File: config.mk
export PLATFORM = sky130hd
export DESIGN_NAME = gpio_edge_irq
export DESIGN_NICKNAME = d
export VERILOG_FILES = /design/src/rtl/gpio_edge_irq_pkg.sv /design/src/rtl/gpio_edge_sampler.sv /design/src/rtl/gpio_evt_status.sv /design/src/rtl/gpio_edge_irq.sv
export SDC_FILE = /design/constraint.sdc
export NUM_CORES = 1
export LEC_CHECK = 0
export CORE_MARGIN = 4
export CORE_UTILIZATION = 40
export CTS_BUF_LIST = sky130_fd_sc_hd__clkbuf_16
export DETAILED_ROUTE_END_ITERATION = 10
export DONT_BUFFER_PORTS = 1
export SLEW_MARGIN = 10
export SYNTH_ARGS = -nofsm -noshare
export SYNTH_HDL_FRONTEND = slang
export SYNTH_SLANG_ARGS = --single-unit
File: constraint.sdc
create_clock -name clk -period 8.9 [get_ports clk]
set_input_delay 0.445 -clock clk [delete_from_list [all_inputs] [get_ports clk]]
set_output_delay 0.445 -clock clk [all_outputs]
set_load 0.1 [all_outputs]
File: src/rtl/gpio_edge_irq_pkg.sv
package gpio_edge_irq_pkg;
  typedef enum logic [1:0] {
    SEL_ENABLE   = 2'd0,
    SEL_POLARITY = 2'd1,
    SEL_ASSERT   = 2'd2,
    SEL_DEASSERT = 2'd3
  } gei_sel_e;
endpackage

File: src/rtl/gpio_edge_sampler.sv
module gpio_edge_sampler #(
  parameter int NPINS       = 31,
  parameter int SYNC_STAGES = 2
) (
  input  logic             clk,
  input  logic             rst_n,
  input  logic [NPINS-1:0] pins_i,
  input  logic [NPINS-1:0] pol_i,
  output logic [NPINS-1:0] ast_evt_o,
  output logic [NPINS-1:0] dea_evt_o
);
  logic [SYNC_STAGES-1:0][NPINS-1:0] sync_q, sync_d;
  logic [NPINS-1:0] prev_q, cur, rise, fall;

  always_comb begin
    sync_d[0] = pins_i;
    for (int i = 1; i < SYNC_STAGES; i++) sync_d[i] = sync_q[i-1];
  end

  always_ff @(posedge clk or negedge rst_n) begin
    if (!rst_n) begin
      sync_q <= '0;
      prev_q <= '0;
    end else begin
      sync_q <= sync_d;
      prev_q <= cur;
    end
  end

  assign cur       = sync_q[SYNC_STAGES-1];
  assign rise      = cur & ~prev_q;
  assign fall      = ~cur & prev_q;
  assign ast_evt_o = (pol_i & rise) | (~pol_i & fall);
  assign dea_evt_o = (pol_i & fall) | (~pol_i & rise);
endmodule

File: src/rtl/gpio_evt_status.sv
module gpio_evt_status #(
  parameter int NPINS = 31,
  localparam int REG_W = NPINS + 1
) (
  input  logic             clk,
  input  logic             rst_n,
  input  logic [NPINS-1:0] evt_i,
  input  logic             wr_i,
  input  logic [REG_W-1:0] wr_data_i,
  output logic [NPINS-1:0] st_o
);
  logic [NPINS-1:0] st_q, st_d, mask;
  logic             upd;

  assign mask = wr_data_i[REG_W-1:1];
  assign upd  = wr_i | (|evt_i);

  always_comb begin
    st_d = st_q;
    if (wr_i) begin
      if (wr_data_i[0]) st_d = st_q | mask;
      else              st_d = st_q & ~mask;
    end
    st_d = st_d | evt_i;
  end

  always_ff @(posedge clk or negedge rst_n) begin
    if (!rst_n)   st_q <= '0;
    else if (upd) st_q <= st_d;
  end

  assign st_o = st_q;
endmodule

File: src/rtl/gpio_edge_irq.sv
module gpio_edge_irq
  import gpio_edge_irq_pkg::*;
#(
  parameter int NPINS       = 31,
  parameter int SYNC_STAGES = 2,
  localparam int REG_W      = NPINS + 1
) (
  input  logic             clk,
  input  logic             rst_n,
  input  logic [NPINS-1:0] pins_i,
  input  logic             wr_en_i,
  input  logic [1:0]       wr_sel_i,
  input  logic [REG_W-1:0] wr_data_i,
  input  logic [1:0]       rd_sel_i,
  output logic [REG_W-1:0] rd_data_o,
  output logic             irq_assert_o,
  output logic             irq_deassert_o
);
  logic             rst_meta_q, rst_int_n;
  logic [NPINS-1:0] en_q, pol_q, en_d, pol_d;
  logic [NPINS-1:0] ast_evt, dea_evt, ast_st, dea_st;
  logic             wr_en_reg, wr_pol, wr_ast, wr_dea;
  gei_sel_e         wsel, rsel;

  always_ff @(posedge clk or negedge rst_n) begin
    if (!rst_n) begin
      rst_meta_q <= 1'b0;
      rst_int_n  <= 1'b0;
    end else begin
      rst_meta_q <= 1'b1;
      rst_int_n  <= rst_meta_q;
    end
  end

  assign wsel      = gei_sel_e'(wr_sel_i);
  assign rsel      = gei_sel_e'(rd_sel_i);
  assign wr_en_reg = wr_en_i && (wsel == SEL_ENABLE);
  assign wr_pol    = wr_en_i && (wsel == SEL_POLARITY);
  assign wr_ast    = wr_en_i && (wsel == SEL_ASSERT);
  assign wr_dea    = wr_en_i && (wsel == SEL_DEASSERT);
  assign en_d      = wr_data_i[NPINS-1:0];
  assign pol_d     = wr_data_i[NPINS-1:0];

  always_ff @(posedge clk or negedge rst_int_n) begin
    if (!rst_int_n) begin
      en_q  <= '0;
      pol_q <= '0;
    end else begin
      if (wr_en_reg) en_q  <= en_d;
      if (wr_pol)    pol_q <= pol_d;
    end
  end

  gpio_edge_sampler #(.NPINS(NPINS), .SYNC_STAGES(SYNC_STAGES)) u_sampler (
    .clk(clk), .rst_n(rst_int_n), .pins_i(pins_i), .pol_i(pol_q),
    .ast_evt_o(ast_evt), .dea_evt_o(dea_evt)
  );

  gpio_evt_status #(.NPINS(NPINS)) u_ast (
    .clk(clk), .rst_n(rst_int_n), .evt_i(ast_evt), .wr_i(wr_ast),
    .wr_data_i(wr_data_i), .st_o(ast_st)
  );

  gpio_evt_status #(.NPINS(NPINS)) u_dea (
    .clk(clk), .rst_n(rst_int_n), .evt_i(dea_evt), .wr_i(wr_dea),
    .wr_data_i(wr_data_i), .st_o(dea_st)
  );

  always_comb begin
    unique case (rsel)
      SEL_ENABLE:   rd_data_o = {1'b0, en_q};
      SEL_POLARITY: rd_data_o = {1'b0, pol_q};
      SEL_ASSERT:   rd_data_o = {ast_st, 1'b0};
      default:      rd_data_o = {dea_st, 1'b0};
    endcase
  end

  assign irq_assert_o   = |(ast_st & en_q);
  assign irq_deassert_o = |(dea_st & en_q);
endmodule

Yosys cells after proc, flatten, opt, wreduce, memory -nomap -nowiden
Index checks and enable logic that the tools add are counted.

Bits of input ports: 70. Word-level logic and storage cells: 51. Flip-flop bits (word level): 219. Output and inout port bits: 34.

Bitwise operators: 22. Reductions and logical operators: 10. Equal/unequal tests: 5. Multiplexer cells: 5.

Operators with widths (number): $and A31 B31 Y31 (10); $or A31 B31 Y31 (6); $mux W31 (4); $not A31 Y31 (4); $reduce_or A31 Y1 (4); $pmux W32 S3 (1); $eq A2 B2 Y1 const B (3); $eq A2 B1 Y1 const B (2); $logic_and A1 B1 Y1 (4); $logic_not A2 Y1 (2); $or A1 B1 Y1 (2).

Longest topological paths before layout
Gate-level depths: netlist (run 1).

Word-level depth: 6. Mapped depth: 6. Mapped depth without buffers: 4.

Hierarchy
From an unflattened synthesis (run 1), not the netlist that was laid out.

Cell total of the unflattened synthesis: 642. Area total of the unflattened synthesis: 9614.2 sq um.

By module, submodules not included: gpio_edge_irq (seq. area each 1601.5 sq um, cells an instance 219, instances 1, area an instance 3415.8 sq um); gpio_edge_sampler (seq. area each 2327.2 sq um, cells an instance 217, instances 1, area an instance 3395.8 sq um); gpio_evt_status (seq. area each 775.7 sq um, cells an instance 103, instances 2, area an instance 1401.3 sq um).

Worst setup path before layout (run 1)
Ideal clock, no wire load.

Kind: input-to-output. From: input port rd_sel_i[1]. To: output port rd_data_o[31]. Path slack: 6.002 ns. Required time: 8.455 ns. Arrival: 2.453 ns. Stages: 4. Cells stage by stage: buf_2 buf_2 buf_2 nor2b_1.

Word-level cells in the longest chain between the ends: 2. Elaborated cells between the ends (all ways): 4. Classes of those cells: eq/ne: 2; mux: 1; reduce/logical: 1.

Ends and longest elaborated chain: start: declaration (RTL line gpio_edge_irq.sv:14) `input logic [1:0] rd_sel_i,`; $eq A2 B2 Y1, or another cell as far along (RTL line gpio_edge_irq.sv:70) `unique case (rsel)`; $pmux W32 S3 * (RTL line gpio_edge_irq.sv:70); end: declaration (RTL line gpio_edge_irq.sv:15) `output logic [REG_W-1:0] rd_data_o,`.

Mark *: on every way between the ends. The rest lies on a longest branch, timed or not.

Final worst setup path (run 1)
From: register en_q[0]. To: output port irq_deassert_o.

Word-level cells in the longest chain between the ends: 2.

Ends and longest elaborated chain: start: declaration (RTL line gpio_edge_irq.sv:20) `logic [NPINS-1:0] en_q, pol_q, en_d, pol_d;`; start signal: assignment (RTL line gpio_edge_irq.sv:49) `if (wr_en_reg) en_q <= en_d;`; $and A31 B31 Y31 (RTL line gpio_edge_irq.sv:79) `assign irq_deassert_o = |(dea_st & en_q);`; $reduce_or A31 Y1 (RTL line gpio_edge_irq.sv:79); end: declaration (RTL line gpio_edge_irq.sv:17) `output logic irq_deassert_o`.

No other way between the ends.

==> flow_metrics.env, run 1 <==
export IMPL_run_status="finished clean"
export IMPL_synth_sequential_area_ratio=0.582
export IMPL_post_route_cells_drive_above_1_share=0.165
export IMPL_worstPathCellList="a222oi_1 > nand3_1 > or4_1"
export IMPL_viasPerCell=5.60
export IMPL_design_die_area_um2=26000
export IMPL_initialDrtViolationCount=680
export IMPL_synth_top_family_by_area="multiplexers"
export IMPL_place_worst_setup_slack_ns=6.52
export IMPL_setup_repair_after_global_routing_missed_its_margin="false"
export IMPL_post_route_period_util=0.335
export IMPL_max_freq_mhz=336
export IMPL_regArea_um2=5480
export IMPL_globalRoute_totalOverflow=0
export IMPL_fin_skew_ns=0.0178
export IMPL_worst_endpoint_arrival_ns=2.53
export IMPL_netlist_area_um2=9410
export IMPL_synthTopCellsByCount="sky130_fd_sc_hd__dfrtp_1, sky130_fd_sc_hd__nand2_1, sky130_fd_sc_hd__nand3_1"
export IMPL_max_slew_worst_pin_slew_ns=1.15
export IMPL_max_fanout_on_critical_path=4
export IMPL_synth_simple_gate_area_frac=0.130
export IMPL_critPathCaptureType="output port"
export IMPL_die_w_um=161
export IMPL_core_um2=22900
export IMPL_diodes=0
export IMPL_portBuffers=0
export IMPL_place_hpwl_um=16300
export IMPL_synth_lib_cells_used_distinct=28
export IMPL_source_to_sink_clock_delay_at_the_later_pin_of_the_worst_skew_pair_ns=0.53
export IMPL_r2r_setup_slack_ns=6.91
export IMPL_fin_tns_setup_ns=0
export IMPL_synthArstFlopShare=1.00
export IMPL_detail_route_antenna_nets=0
export IMPL_ctsLongestPathBuffers=3
export IMPL_maximum_number_of_pins_on_one_net_before_global_route_repair=79
export IMPL_synth_compound_area_frac=0.0840
export IMPL_number_of_antenna_violations_at_the_first_check_in_global_routing=0
export IMPL_layout_filler_cells=2027
export IMPL_detail_route_wl_per_cell_um=21.5
export IMPL_start_kind="flip-flop"
export IMPL_average_footprint_of_a_synthesized_cell_um2=12.2
export IMPL_std_cell_rows=55
export IMPL_cp_data_required_time_ns=8.46
export IMPL_synth_fa_ha_area_frac=0
export IMPL_synth_mux_area_fraction=0.166
export IMPL_netlist_top_cells_area="sky130_fd_sc_hd__dfrtp_1, sky130_fd_sc_hd__mux2_2, sky130_fd_sc_hd__mux4_2"
export IMPL_clk_root_buffer_cell="sky130_fd_sc_hd__clkbuf_16"
export IMPL_drcViolationCount=0
export IMPL_dominantRegCellSynth="sky130_fd_sc_hd__dfrtp_1"
export IMPL_detailroute_via_count=6361
export IMPL_power_static_leakage_uw=0.00455
export IMPL_most_frequent_cell_after_synthesis="sky130_fd_sc_hd__dfrtp_1"
export IMPL_slowest_library_cell_on_the_worst_path="sky130_fd_sc_hd__or4_1"
export IMPL_tritoncts_clock_tree="yes"
export IMPL_placed_area_um2=9710
export IMPL_synthDominantCellAreaShare=0.582
export IMPL_final_hold_violation_count=0
export IMPL_initial_utilization=0.411
export IMPL_critPathBufInv=0
export IMPL_synth_nets=842
export IMPL_synth_yosys_warnings=0
export IMPL_fp_dieH_um=161
export IMPL_drt_pass1_iter_count=5
export IMPL_slew_headroom=0.227
export IMPL_cpPeakStageDelay_ns=1.01
export IMPL_ctsResizeCount=0
export IMPL_power_ir_vdd_worst_uv=175
export IMPL_grt_pass1_wl_um=38900
export IMPL_timing_setup_critical_path_class="reg -> out"
export IMPL_area_used_by_multi_input_combinational_logic_um2=3590
export IMPL_final_design_area_no_fill_um2=10800
export IMPL_tritoncts_num_buffers=25
export IMPL_min_delay_path_class="in -> reg"
export IMPL_edff_count_synth=0
export IMPL_routability_driven_placement_congestion_ratio=0.891
export IMPL_postLayoutCoreUtil=0.471
export IMPL_max_cap_violations=0
export IMPL_power_density_cell_area_nw_per_um2=252
export IMPL_post_synth_inst_count=772
export IMPL_postSynthRegisterBits=219
export IMPL_slew_violations=0
export IMPL_clock_sinks=219
export IMPL_route_final_wire_length_um=24400
export IMPL_cts_htree_levels=1
export IMPL_synth_xor_area_share=0
export IMPL_fin_nets=874
export IMPL_globalRouteTotalUtil=0.190
export IMPL_synth_top_cell_by_area="sky130_fd_sc_hd__dfrtp_1"
export IMPL_final_min_clock_period_ns=2.98
export IMPL_fin_ws_ns=5.92
export IMPL_grt_pass1_vias=6365
export IMPL_layout_area_overhead_vs_synth_pct=14.8
export IMPL_critical_path_top_delay_family="simple AND/OR/NAND/NOR gates"
export IMPL_clk_pin_slew_ns=0.06
export IMPL_io_pin_count=104
export IMPL_report_final_setup_viol=0
==> final timing paths <==
check                                     startpoint                    to  depth (start not counted)
worst min register to register  u_sampler.sync_d[47]     u_sampler.cur[16]                          0
worst max register to register             rst_int_n  u_sampler.prev_q[16]                          1
min in group asynchronous                      rst_n             rst_int_n                          1
worst max-delay path                         en_q[0]        irq_deassert_o                          3
max in group asynchronous                  rst_int_n  u_sampler.prev_q[16]                          1
worst min-delay path                   wr_data_i[29]              en_q[29]                          1
==> per-stage QoR <==
step | power [uW] | std cells | hold WS (ns)
after detailed placement | 1750 | 1058 | 0.149
after floorplan | 1650 | 772 | 0.149
after CTS | 2750 | 1135 | 0.0218
final | 2720 | 1135 | 0.0442
after global placement | 1750 | 1058 | 0.149
after global routing | 2830 | 1135 | 0.0318
==> what timing repair did <==
action	CTS	global route
buffers inserted	0	0
hold buffers	32	0
hold endpoints to repair	33	0
==> final cells by class <==
| class | count | share of cell area |
|---|---|---|
| Multi-Input combinational cell | 466 | 0.332 |
| Inverter | 54 | 0.0188 |
| Clock inverter | 20 | 0.0133 |
| Tap cell | 313 | 0.0362 |
| Sequential cell | 219 | 0.508 |
| Clock buffer | 25 | 0.0579 |
| Timing Repair Buffer | 38 | 0.0338 |
==> flip-flops by register name, indices dropped and copies added (netlist names) <==
signal            count
rst_meta_q            1
u_sampler.prev_q     31
u_ast.st_o           31
rst_int_n             1
u_sampler.sync_d     31
pol_q                31
en_q                 31
u_dea.st_o           31
u_sampler.cur        31
==> cell families after synthesis <==
family          Yosys count
simple gates            263
flops                   219
mux                     110
compound gates           92
buf+inv                  87
other cells               1
==> cells in the final DEF, fill, tap and decap left out, types with 2 or more instances in the layout <==
| master | n |
|---|---|
| sky130_fd_sc_hd__bufinv_16 | 2 |
| sky130_fd_sc_hd__mux2_2 | 59 |
| sky130_fd_sc_hd__dfrtp_1 | 218 |
| sky130_fd_sc_hd__a221oi_2 | 2 |
| sky130_fd_sc_hd__clkinv_1 | 7 |
| sky130_fd_sc_hd__mux2_1 | 3 |
| sky130_fd_sc_hd__o221ai_1 | 16 |
| sky130_fd_sc_hd__dlygate4sd3_1 | 32 |
| sky130_fd_sc_hd__nand2_1 | 124 |
| sky130_fd_sc_hd__clkbuf_16 | 25 |
| sky130_fd_sc_hd__mux4_2 | 29 |
| sky130_fd_sc_hd__inv_1 | 58 |
| sky130_fd_sc_hd__o2111ai_1 | 46 |
| sky130_fd_sc_hd__nand2b_1 | 31 |
| sky130_fd_sc_hd__a22o_1 | 2 |
| sky130_fd_sc_hd__buf_4 | 6 |
| sky130_fd_sc_hd__nand3_1 | 96 |
| sky130_fd_sc_hd__a22oi_1 | 24 |
| sky130_fd_sc_hd__mux2i_1 | 18 |
| sky130_fd_sc_hd__or4_1 | 2 |
| sky130_fd_sc_hd__clkinv_2 | 5 |
| sky130_fd_sc_hd__a222oi_1 | 2 |
| sky130_fd_sc_hd__nand4_1 | 4 |
==> power by group <==
part / internal, uW / switching (uW)
combinational: 157 / 346
sequential: 1110 / 137
clock: 566 / 406
==> per-layer routing <==
metal,wire [um],track usage,up-vias,part of all wire
met5,0,0,-,0
met4,484,0.0423,0,0.020
met3,2000,0.0505,30,0.082
met2,11400,0.298,213,0.47
met1,10500,0.268,3236,0.43
li1,-,-,2882,-
Note: power is estimated with default switching activity, not from simulation.
==> run 2: changes to the inputs <==
--- a/config.mk
+++ b/config.mk
@@ -5,6 +5,7 @@
 export SDC_FILE = /design/constraint.sdc
 export NUM_CORES = 1
 export LEC_CHECK = 0
+export ABC_AREA = 1
 export CORE_MARGIN = 4
 export CORE_UTILIZATION = 40
 export CTS_BUF_LIST = sky130_fd_sc_hd__clkbuf_16
==> constraint.sdc (replaced) <==
create_clock -name clk -period 2.5 [get_ports clk]
set_input_delay 0.125 -clock clk [delete_from_list [all_inputs] [get_ports clk]]
set_output_delay 0.125 -clock clk [all_outputs]
set_load 0.1 [all_outputs]
==> flow_metrics.env, run 2 <==
export IMPL_post_synth_inst_count=1077
export IMPL_tritoncts_clock_tree="yes"
export IMPL_average_footprint_of_a_synthesized_cell_um2=8.70
export IMPL_initial_utilization=0.410
export IMPL_cpPeakStageDelay_ns=0.42
export IMPL_switching_share=0.319
export IMPL_commonest_non_fill_non_tap_cell_in_the_layout="sky130_fd_sc_hd__nand2_1"
export IMPL_final_design_area_no_fill_um2=12000
export IMPL_grt_busiest_layer="met2"
export IMPL_internal_power_uw=6590
export IMPL_worst_path_most_repeated_cell="sky130_fd_sc_hd__nand2_1"
export IMPL_r2r_setup_slack_ns=1.42
export IMPL_fp_dieH_um=161
export IMPL_ctsResizeCount=0
export IMPL_viasPerCell=5.07
export IMPL_synth_top_cell_by_area="sky130_fd_sc_hd__dfrtp_1"
export IMPL_final_hold_violation_count=0
export IMPL_fin_nets=1279
export IMPL_power_static_leakage_uw=0.00545
export IMPL_cts_htree_levels=1
export IMPL_grt_pass1_vias=7978
export IMPL_power_density_cell_area_nw_per_um2=809
export IMPL_placed_area_um2=10300
export IMPL_power_ir_vdd_worst_uv=507
export IMPL_synthDominantCellAreaShare=0.585
export IMPL_regArea_um2=5480
export IMPL_total_switching_power_uw=3090
export IMPL_layout_filler_cells=2117
export IMPL_post_route_period_util=0.766
export IMPL_met2_usage=0.328
export IMPL_drcViolationCount=0
export IMPL_fin_tns_setup_ns=0
export IMPL_postSynthRegisterBits=219
export IMPL_maximum_number_of_pins_on_one_net_before_global_route_repair=63
export IMPL_clock_sinks=219
export IMPL_core_um2=22800
export IMPL_area_used_by_multi_input_combinational_logic_um2=3540
export IMPL_postLayoutCoreUtil=0.524
export IMPL_dominantRegCellSynth="sky130_fd_sc_hd__dfrtp_1"
export IMPL_detail_route_wl_per_cell_um=17.0
export IMPL_clk_pin_slew_ns=0.06
export IMPL_io_pin_count=104
export IMPL_synthArstFlopShare=1.00
export IMPL_max_slew_worst_pin_slew_ns=0.840
export IMPL_setup_repair_after_global_routing_missed_its_margin="false"
export IMPL_source_to_sink_clock_delay_at_the_later_pin_of_the_worst_skew_pair_ns=0.51
export IMPL_slew_headroom=0.439
export IMPL_most_frequent_cell_after_synthesis="sky130_fd_sc_hd__nand2_1"
export IMPL_max_cap_violations=0
export IMPL_clock_share_of_power=0.364
export IMPL_number_of_antenna_violations_at_the_first_check_in_global_routing=0
export IMPL_critPathCaptureType="output port"
export IMPL_routability_driven_placement_congestion_ratio=0.810
export IMPL_cp_data_required_time_ns=2.38
export IMPL_place_hpwl_um=17700
export IMPL_initialDrtViolationCount=485
export IMPL_portBuffers=0
export IMPL_start_kind="flip-flop"
export IMPL_report_final_setup_viol=0
export IMPL_tritoncts_num_buffers=25
export IMPL_slowest_library_cell_on_the_worst_path="sky130_fd_sc_hd__dfrtp_1"
export IMPL_holdWs_ns=0.0854
export IMPL_max_fanout_on_critical_path=4
export IMPL_layout_cells_most_common_list="sky130_fd_sc_hd__nand2_1, sky130_fd_sc_hd__dfrtp_1, sky130_fd_sc_hd__o21ai_0"
export IMPL_final_min_clock_period_ns=1.92
export IMPL_min_delay_path_class="in -> reg"
export IMPL_gr_usage_met3=0.0380
export IMPL_worstPathCellList="nand2_1 > nand2_1 > nor2_1 > nand2_1 > nor2_1 > nand2_1 > buf_4"
export IMPL_ctsLongestPathBuffers=3
export IMPL_synth_yosys_warnings=0
export IMPL_worst_endpoint_arrival_ns=1.79
export IMPL_timing_setup_critical_path_class="reg -> out"
export IMPL_slew_violations=0
export IMPL_synth_nets=1147
export IMPL_p_seq_frac=0.432
export IMPL_detailroute_via_count=7802
export IMPL_grt_met1_usage=0.280
export IMPL_layout_area_overhead_vs_synth_pct=27.8
export IMPL_synth_lib_cells_used_distinct=13
export IMPL_detail_route_antenna_nets=0
export IMPL_globalRouteTotalUtil=0.201
export IMPL_fin_skew_ns=0.00632
export IMPL_edff_count_synth=0
export IMPL_design_die_area_um2=25900
export IMPL_globalRoute_totalOverflow=0
export IMPL_synth_sequential_area_ratio=0.585
export IMPL_post_route_cells_drive_above_1_share=0.103
export IMPL_max_freq_mhz=522
export IMPL_netlist_top_cells_area="sky130_fd_sc_hd__dfrtp_1, sky130_fd_sc_hd__nand2_1, sky130_fd_sc_hd__o21ai_0"
export IMPL_run_status="finished clean"
export IMPL_drt_pass1_iter_count=5
export IMPL_netlist_area_um2=9370
export IMPL_route_final_wire_length_um=26200
export IMPL_clk_root_buffer_cell="sky130_fd_sc_hd__clkbuf_16"
export IMPL_power_combinational_fraction=0.204
export IMPL_diodes=0
export IMPL_die_w_um=161
export IMPL_std_cell_rows=55
export IMPL_grt_pass1_wl_um=41900
export IMPL_synthTopCellsByCount="sky130_fd_sc_hd__nand2_1, sky130_fd_sc_hd__dfrtp_1, sky130_fd_sc_hd__o21ai_0"
run 2: metal layers:
metal,up-vias,share of wire
met2,214,0.46
met3,47,0.063
met5,-,0
li1,3815,-
met4,0,0.021
met1,3726,0.46
run 2: through the flow:
step	std cells	power, uW	setup slack, ns
CTS	1539	9800	0.571
global route	1539	10200	0.498
finish	1539	9680	0.584
detailed placement	1404	6090	0.795
global placement	1404	6060	0.846
floorplan	1077	5520	0.279
run 2: final timing paths:
check                                      from               end  cells after the start
min reg2reg                u_sampler.sync_d[39]  u_sampler.cur[8]                      0
min                                     wr_en_i           en_q[8]                      4
max reg2reg                           rst_int_n    u_dea.st_o[15]                      1
max                                     en_q[7]      irq_assert_o                      7
max in group asynchronous             rst_int_n    u_dea.st_o[15]                      1
min in group asynchronous                 rst_n         rst_int_n                      2
run 2: cell type report:
cell class,instances,area share
Sequential cell,219,0.458
Multi-Input combinational cell,719,0.296
Timing Repair Buffer,144,0.116
Clock buffer,25,0.0522
Tap cell,313,0.0327
Inverter,100,0.0313
Clock inverter,19,0.0133
run 2: critical path: cells and delay by family (launching register included):
kind | cells | cell delay [ns]
buffers and inverters | 1 | 0.23
and+or+nand+nor | 6 | 0.64
DFF | 1 | 0.42
run 2: cell families after synthesis:
kind of cell	Yosys count	share of synthesized area
other	1	0.000400
flip-flops	219	0.585
AO/OA/AOI/OAI	280	0.179
buffers and inverters	139	0.0577
AND/OR/NAND/NOR	438	0.178
run 2: power by group through the flow:
stage / clock [uW] / combinational, uW / sequential, uW
floorplan: 0 / 1340 / 4180
global placement: 0 / 1820 / 4240
detailed placement: 0 / 1850 / 4240
CTS: 3640 / 1990 / 4180
global route: 3790 / 2170 / 4230
finish: 3530 / 1970 / 4180
run 2: repair_timing:
item	4_1_cts	5_1_grt
setup endpoints to repair	0	0
hold endpoints to repair	157	0
setup buffers	0	0
hold buffers	91	0
==> run 3: changes to the inputs <==
--- a/config.mk
+++ b/config.mk
@@ -5,7 +5,7 @@
 export SDC_FILE = /design/constraint.sdc
 export NUM_CORES = 1
 export LEC_CHECK = 0
-export ABC_AREA = 1
+export ABC_AREA = 0
 export CORE_MARGIN = 4
 export CORE_UTILIZATION = 40
 export CTS_BUF_LIST = sky130_fd_sc_hd__clkbuf_16
==> constraint.sdc (replaced) <==
create_clock -name clk -period 1.9 [get_ports clk]
set_input_delay 0.095 -clock clk [delete_from_list [all_inputs] [get_ports clk]]
set_output_delay 0.095 -clock clk [all_outputs]
set_load 0.1 [all_outputs]
==> flow_metrics.env, run 3 (synthesis gave the netlist of run 1 again) <==
export IMPL_min_delay_path_class="in -> reg"
export IMPL_fin_nets=927
export IMPL_number_of_antenna_violations_at_the_first_check_in_global_routing=1
export IMPL_post_route_cells_drive_above_1_share=0.182
export IMPL_source_to_sink_clock_delay_at_the_later_pin_of_the_worst_skew_pair_ns=0.52
export IMPL_initialDrtViolationCount=506
export IMPL_setup_repair_after_global_routing_missed_its_margin="true"
export IMPL_p_seq_frac=0.445
export IMPL_violations="negative setup slack"
export IMPL_power_combinational_fraction=0.204
export IMPL_worstHoldPathCells=3
export IMPL_final_design_area_no_fill_um2=11400
export IMPL_clk_root_buffer_cell="sky130_fd_sc_hd__clkbuf_16"
export IMPL_start_kind="flip-flop"
export IMPL_critical_path_reg2reg_startpoint="u_sampler.cur[6]"
export IMPL_grt_pass1_vias=6761
export IMPL_hold_end="en_q[5]"
export IMPL_commonest_non_fill_non_tap_cell_in_the_layout="sky130_fd_sc_hd__dfrtp_1"
export IMPL_fin_skew_ns=0.0120
export IMPL_final_min_clock_period_ns=2.27
export IMPL_max_fanout_on_critical_path=3
export IMPL_report_final_setup_viol=3
export IMPL_globalRoute_totalOverflow=0
export IMPL_power_ir_vdd_worst_uv=654
export IMPL_drcViolationCount=0
export IMPL_layout_filler_cells=1987
export IMPL_max_cap_violations=0
export IMPL_clock_sinks=219
export IMPL_max_slew_worst_pin_slew_ns=0.583
export IMPL_tritoncts_num_buffers=26
export IMPL_min_delay_start="wr_sel_i[1]"
export IMPL_drt_pass1_iter_count=7
export IMPL_fp_dieH_um=161
export IMPL_cp_data_required_time_ns=1.80
export IMPL_die_w_um=161
export IMPL_power_static_leakage_uw=0.00484
export IMPL_critPathCaptureType="output port"
export IMPL_routability_driven_placement_congestion_ratio=0.847
export IMPL_place_hpwl_um=17000
export IMPL_slew_violations=0
export IMPL_portBuffers=0
export IMPL_critical_path_top_delay_family="simple AND/OR/NAND/NOR gates"
export IMPL_detailroute_via_count=6610
export IMPL_r2r_cells=2
export IMPL_tritoncts_clock_tree="yes"
export IMPL_power_density_cell_area_nw_per_um2=1140
export IMPL_cpPeakStageDelay_ns=0.57
export IMPL_clock_share_of_power=0.352
export IMPL_std_cell_rows=55
export IMPL_grt_pass1_wl_um=40100
export IMPL_route_final_wire_length_um=25000
export IMPL_max_freq_mhz=440
export IMPL_clk_pin_slew_ns=0.06
export IMPL_holdWs_ns=0.0121
export IMPL_initial_utilization=0.411
export IMPL_final_hold_violation_count=0
export IMPL_layout_area_overhead_vs_synth_pct=21.6
export IMPL_design_die_area_um2=26000
export IMPL_cts_htree_levels=1
export IMPL_viasPerCell=5.55
export IMPL_detail_route_wl_per_cell_um=21.0
export IMPL_layout_cells_most_common_list="sky130_fd_sc_hd__dfrtp_1, sky130_fd_sc_hd__nand2_1, sky130_fd_sc_hd__nand3_1"
export IMPL_total_switching_power_uw=4270
export IMPL_internal_power_uw=8740
export IMPL_slew_headroom=0.612
export IMPL_critPathBufInv=1
export IMPL_placed_area_um2=9940
export IMPL_io_pin_count=104
export IMPL_detail_route_antenna_nets=0
export IMPL_worst_endpoint_arrival_ns=2.18
export IMPL_ctsLongestPathBuffers=3
export IMPL_timing_setup_critical_path_class="reg -> out"
export IMPL_slowest_library_cell_on_the_worst_path="sky130_fd_sc_hd__or4_4"
export IMPL_globalRouteTotalUtil=0.194
export IMPL_maximum_number_of_pins_on_one_net_before_global_route_repair=74
export IMPL_post_route_period_util=1.20
export IMPL_run_status="finished, violations left"
export IMPL_r2r_setup_slack_ns=0.99
export IMPL_switching_share=0.328
export IMPL_worstPathCellList="a22o_1 > a221oi_2 > nand3_1 > or4_4 > buf_12"
export IMPL_fin_tns_setup_ns=-0.743
export IMPL_timing_rr_end="u_ast.st_o[6]"
export IMPL_fin_ws_ns=-0.374
export IMPL_core_um2=22900
run 3: repair_timing:
item	in CTS	in global routing
pin swaps	2	3
hold buffers	65	0
resized for setup	4	2
setup endpoints to repair	5	8
hold endpoints to repair	157	0
setup buffers	2	2
run 3: power by group through the flow:
| stage | Sequential (uW) | Combinational, uW | Clock (uW) |
|---|---|---|---|
| final | 5790 | 2650 | 4580 |
| after global routing | 5850 | 2820 | 4910 |
| after CTS | 5780 | 2660 | 4700 |
| after detailed placement | 5850 | 2440 | 0 |
| after global placement | 5840 | 2430 | 0 |
| after floorplan | 5660 | 2060 | 0 |
run 3: worst max path at each step:
| stage | startpoint | endpoint | slack, ns | cells after the start |
|---|---|---|---|---|
| floorplan | rst_int_n | en_q[0] | -0.32 | 0 |
| global placement | u_dea.st_o[17] | irq_deassert_o | 0.08 | 5 |
| detailed placement | en_q[0] | irq_assert_o | 0.07 | 4 |
| CTS | en_q[0] | irq_deassert_o | -0.39 | 4 |
| global route | en_q[14] | irq_assert_o | -0.44 | 4 |
| finish | u_dea.st_o[17] | irq_deassert_o | -0.37 | 5 |
run 3: tightest hold or removal path: stages:
cell                      delay (ns)
sky130_fd_sc_hd__nor3b_4        0.03
sky130_fd_sc_hd__buf_12         0.16
sky130_fd_sc_hd__mux2_1         0.21
run 3: through the flow:
stage | utilization | setup WS, ns | cells | power (uW)
final | 0.499 | -0.374 | 1190 | 13000
after global routing | 0.499 | -0.442 | 1190 | 13600
after global placement | 0.434 | 0.0819 | 1074 | 8270
after detailed placement | 0.434 | 0.0739 | 1074 | 8300
after floorplan | - | -0.321 | 772 | 7730
after CTS | 0.499 | -0.388 | 1188 | 13100
run 3: routing by layer:
metal	global-route usage	routed length (um)	vias to the layer above
met5	0	0	-
met4	0.0500	618	0
met3	0.0487	1770	40
met2	0.308	11800	203
met1	0.270	10800	3377
li1	-	-	2990
run 3: area by class of cell:
cell class / count / area (um2) / share of cell area
clock buffers: 27 / 676 / 0.0591
multi-input cells: 466 / 3600 / 0.315
inverters: 54 / 203 / 0.0177
flip-flops and latches: 219 / 5480 / 0.479
repair buffers: 90 / 971 / 0.0849
clock inverters: 20 / 115 / 0.0101
diodes: 1 / 2.50 / 0.000219
well taps: 313 / 392 / 0.0342
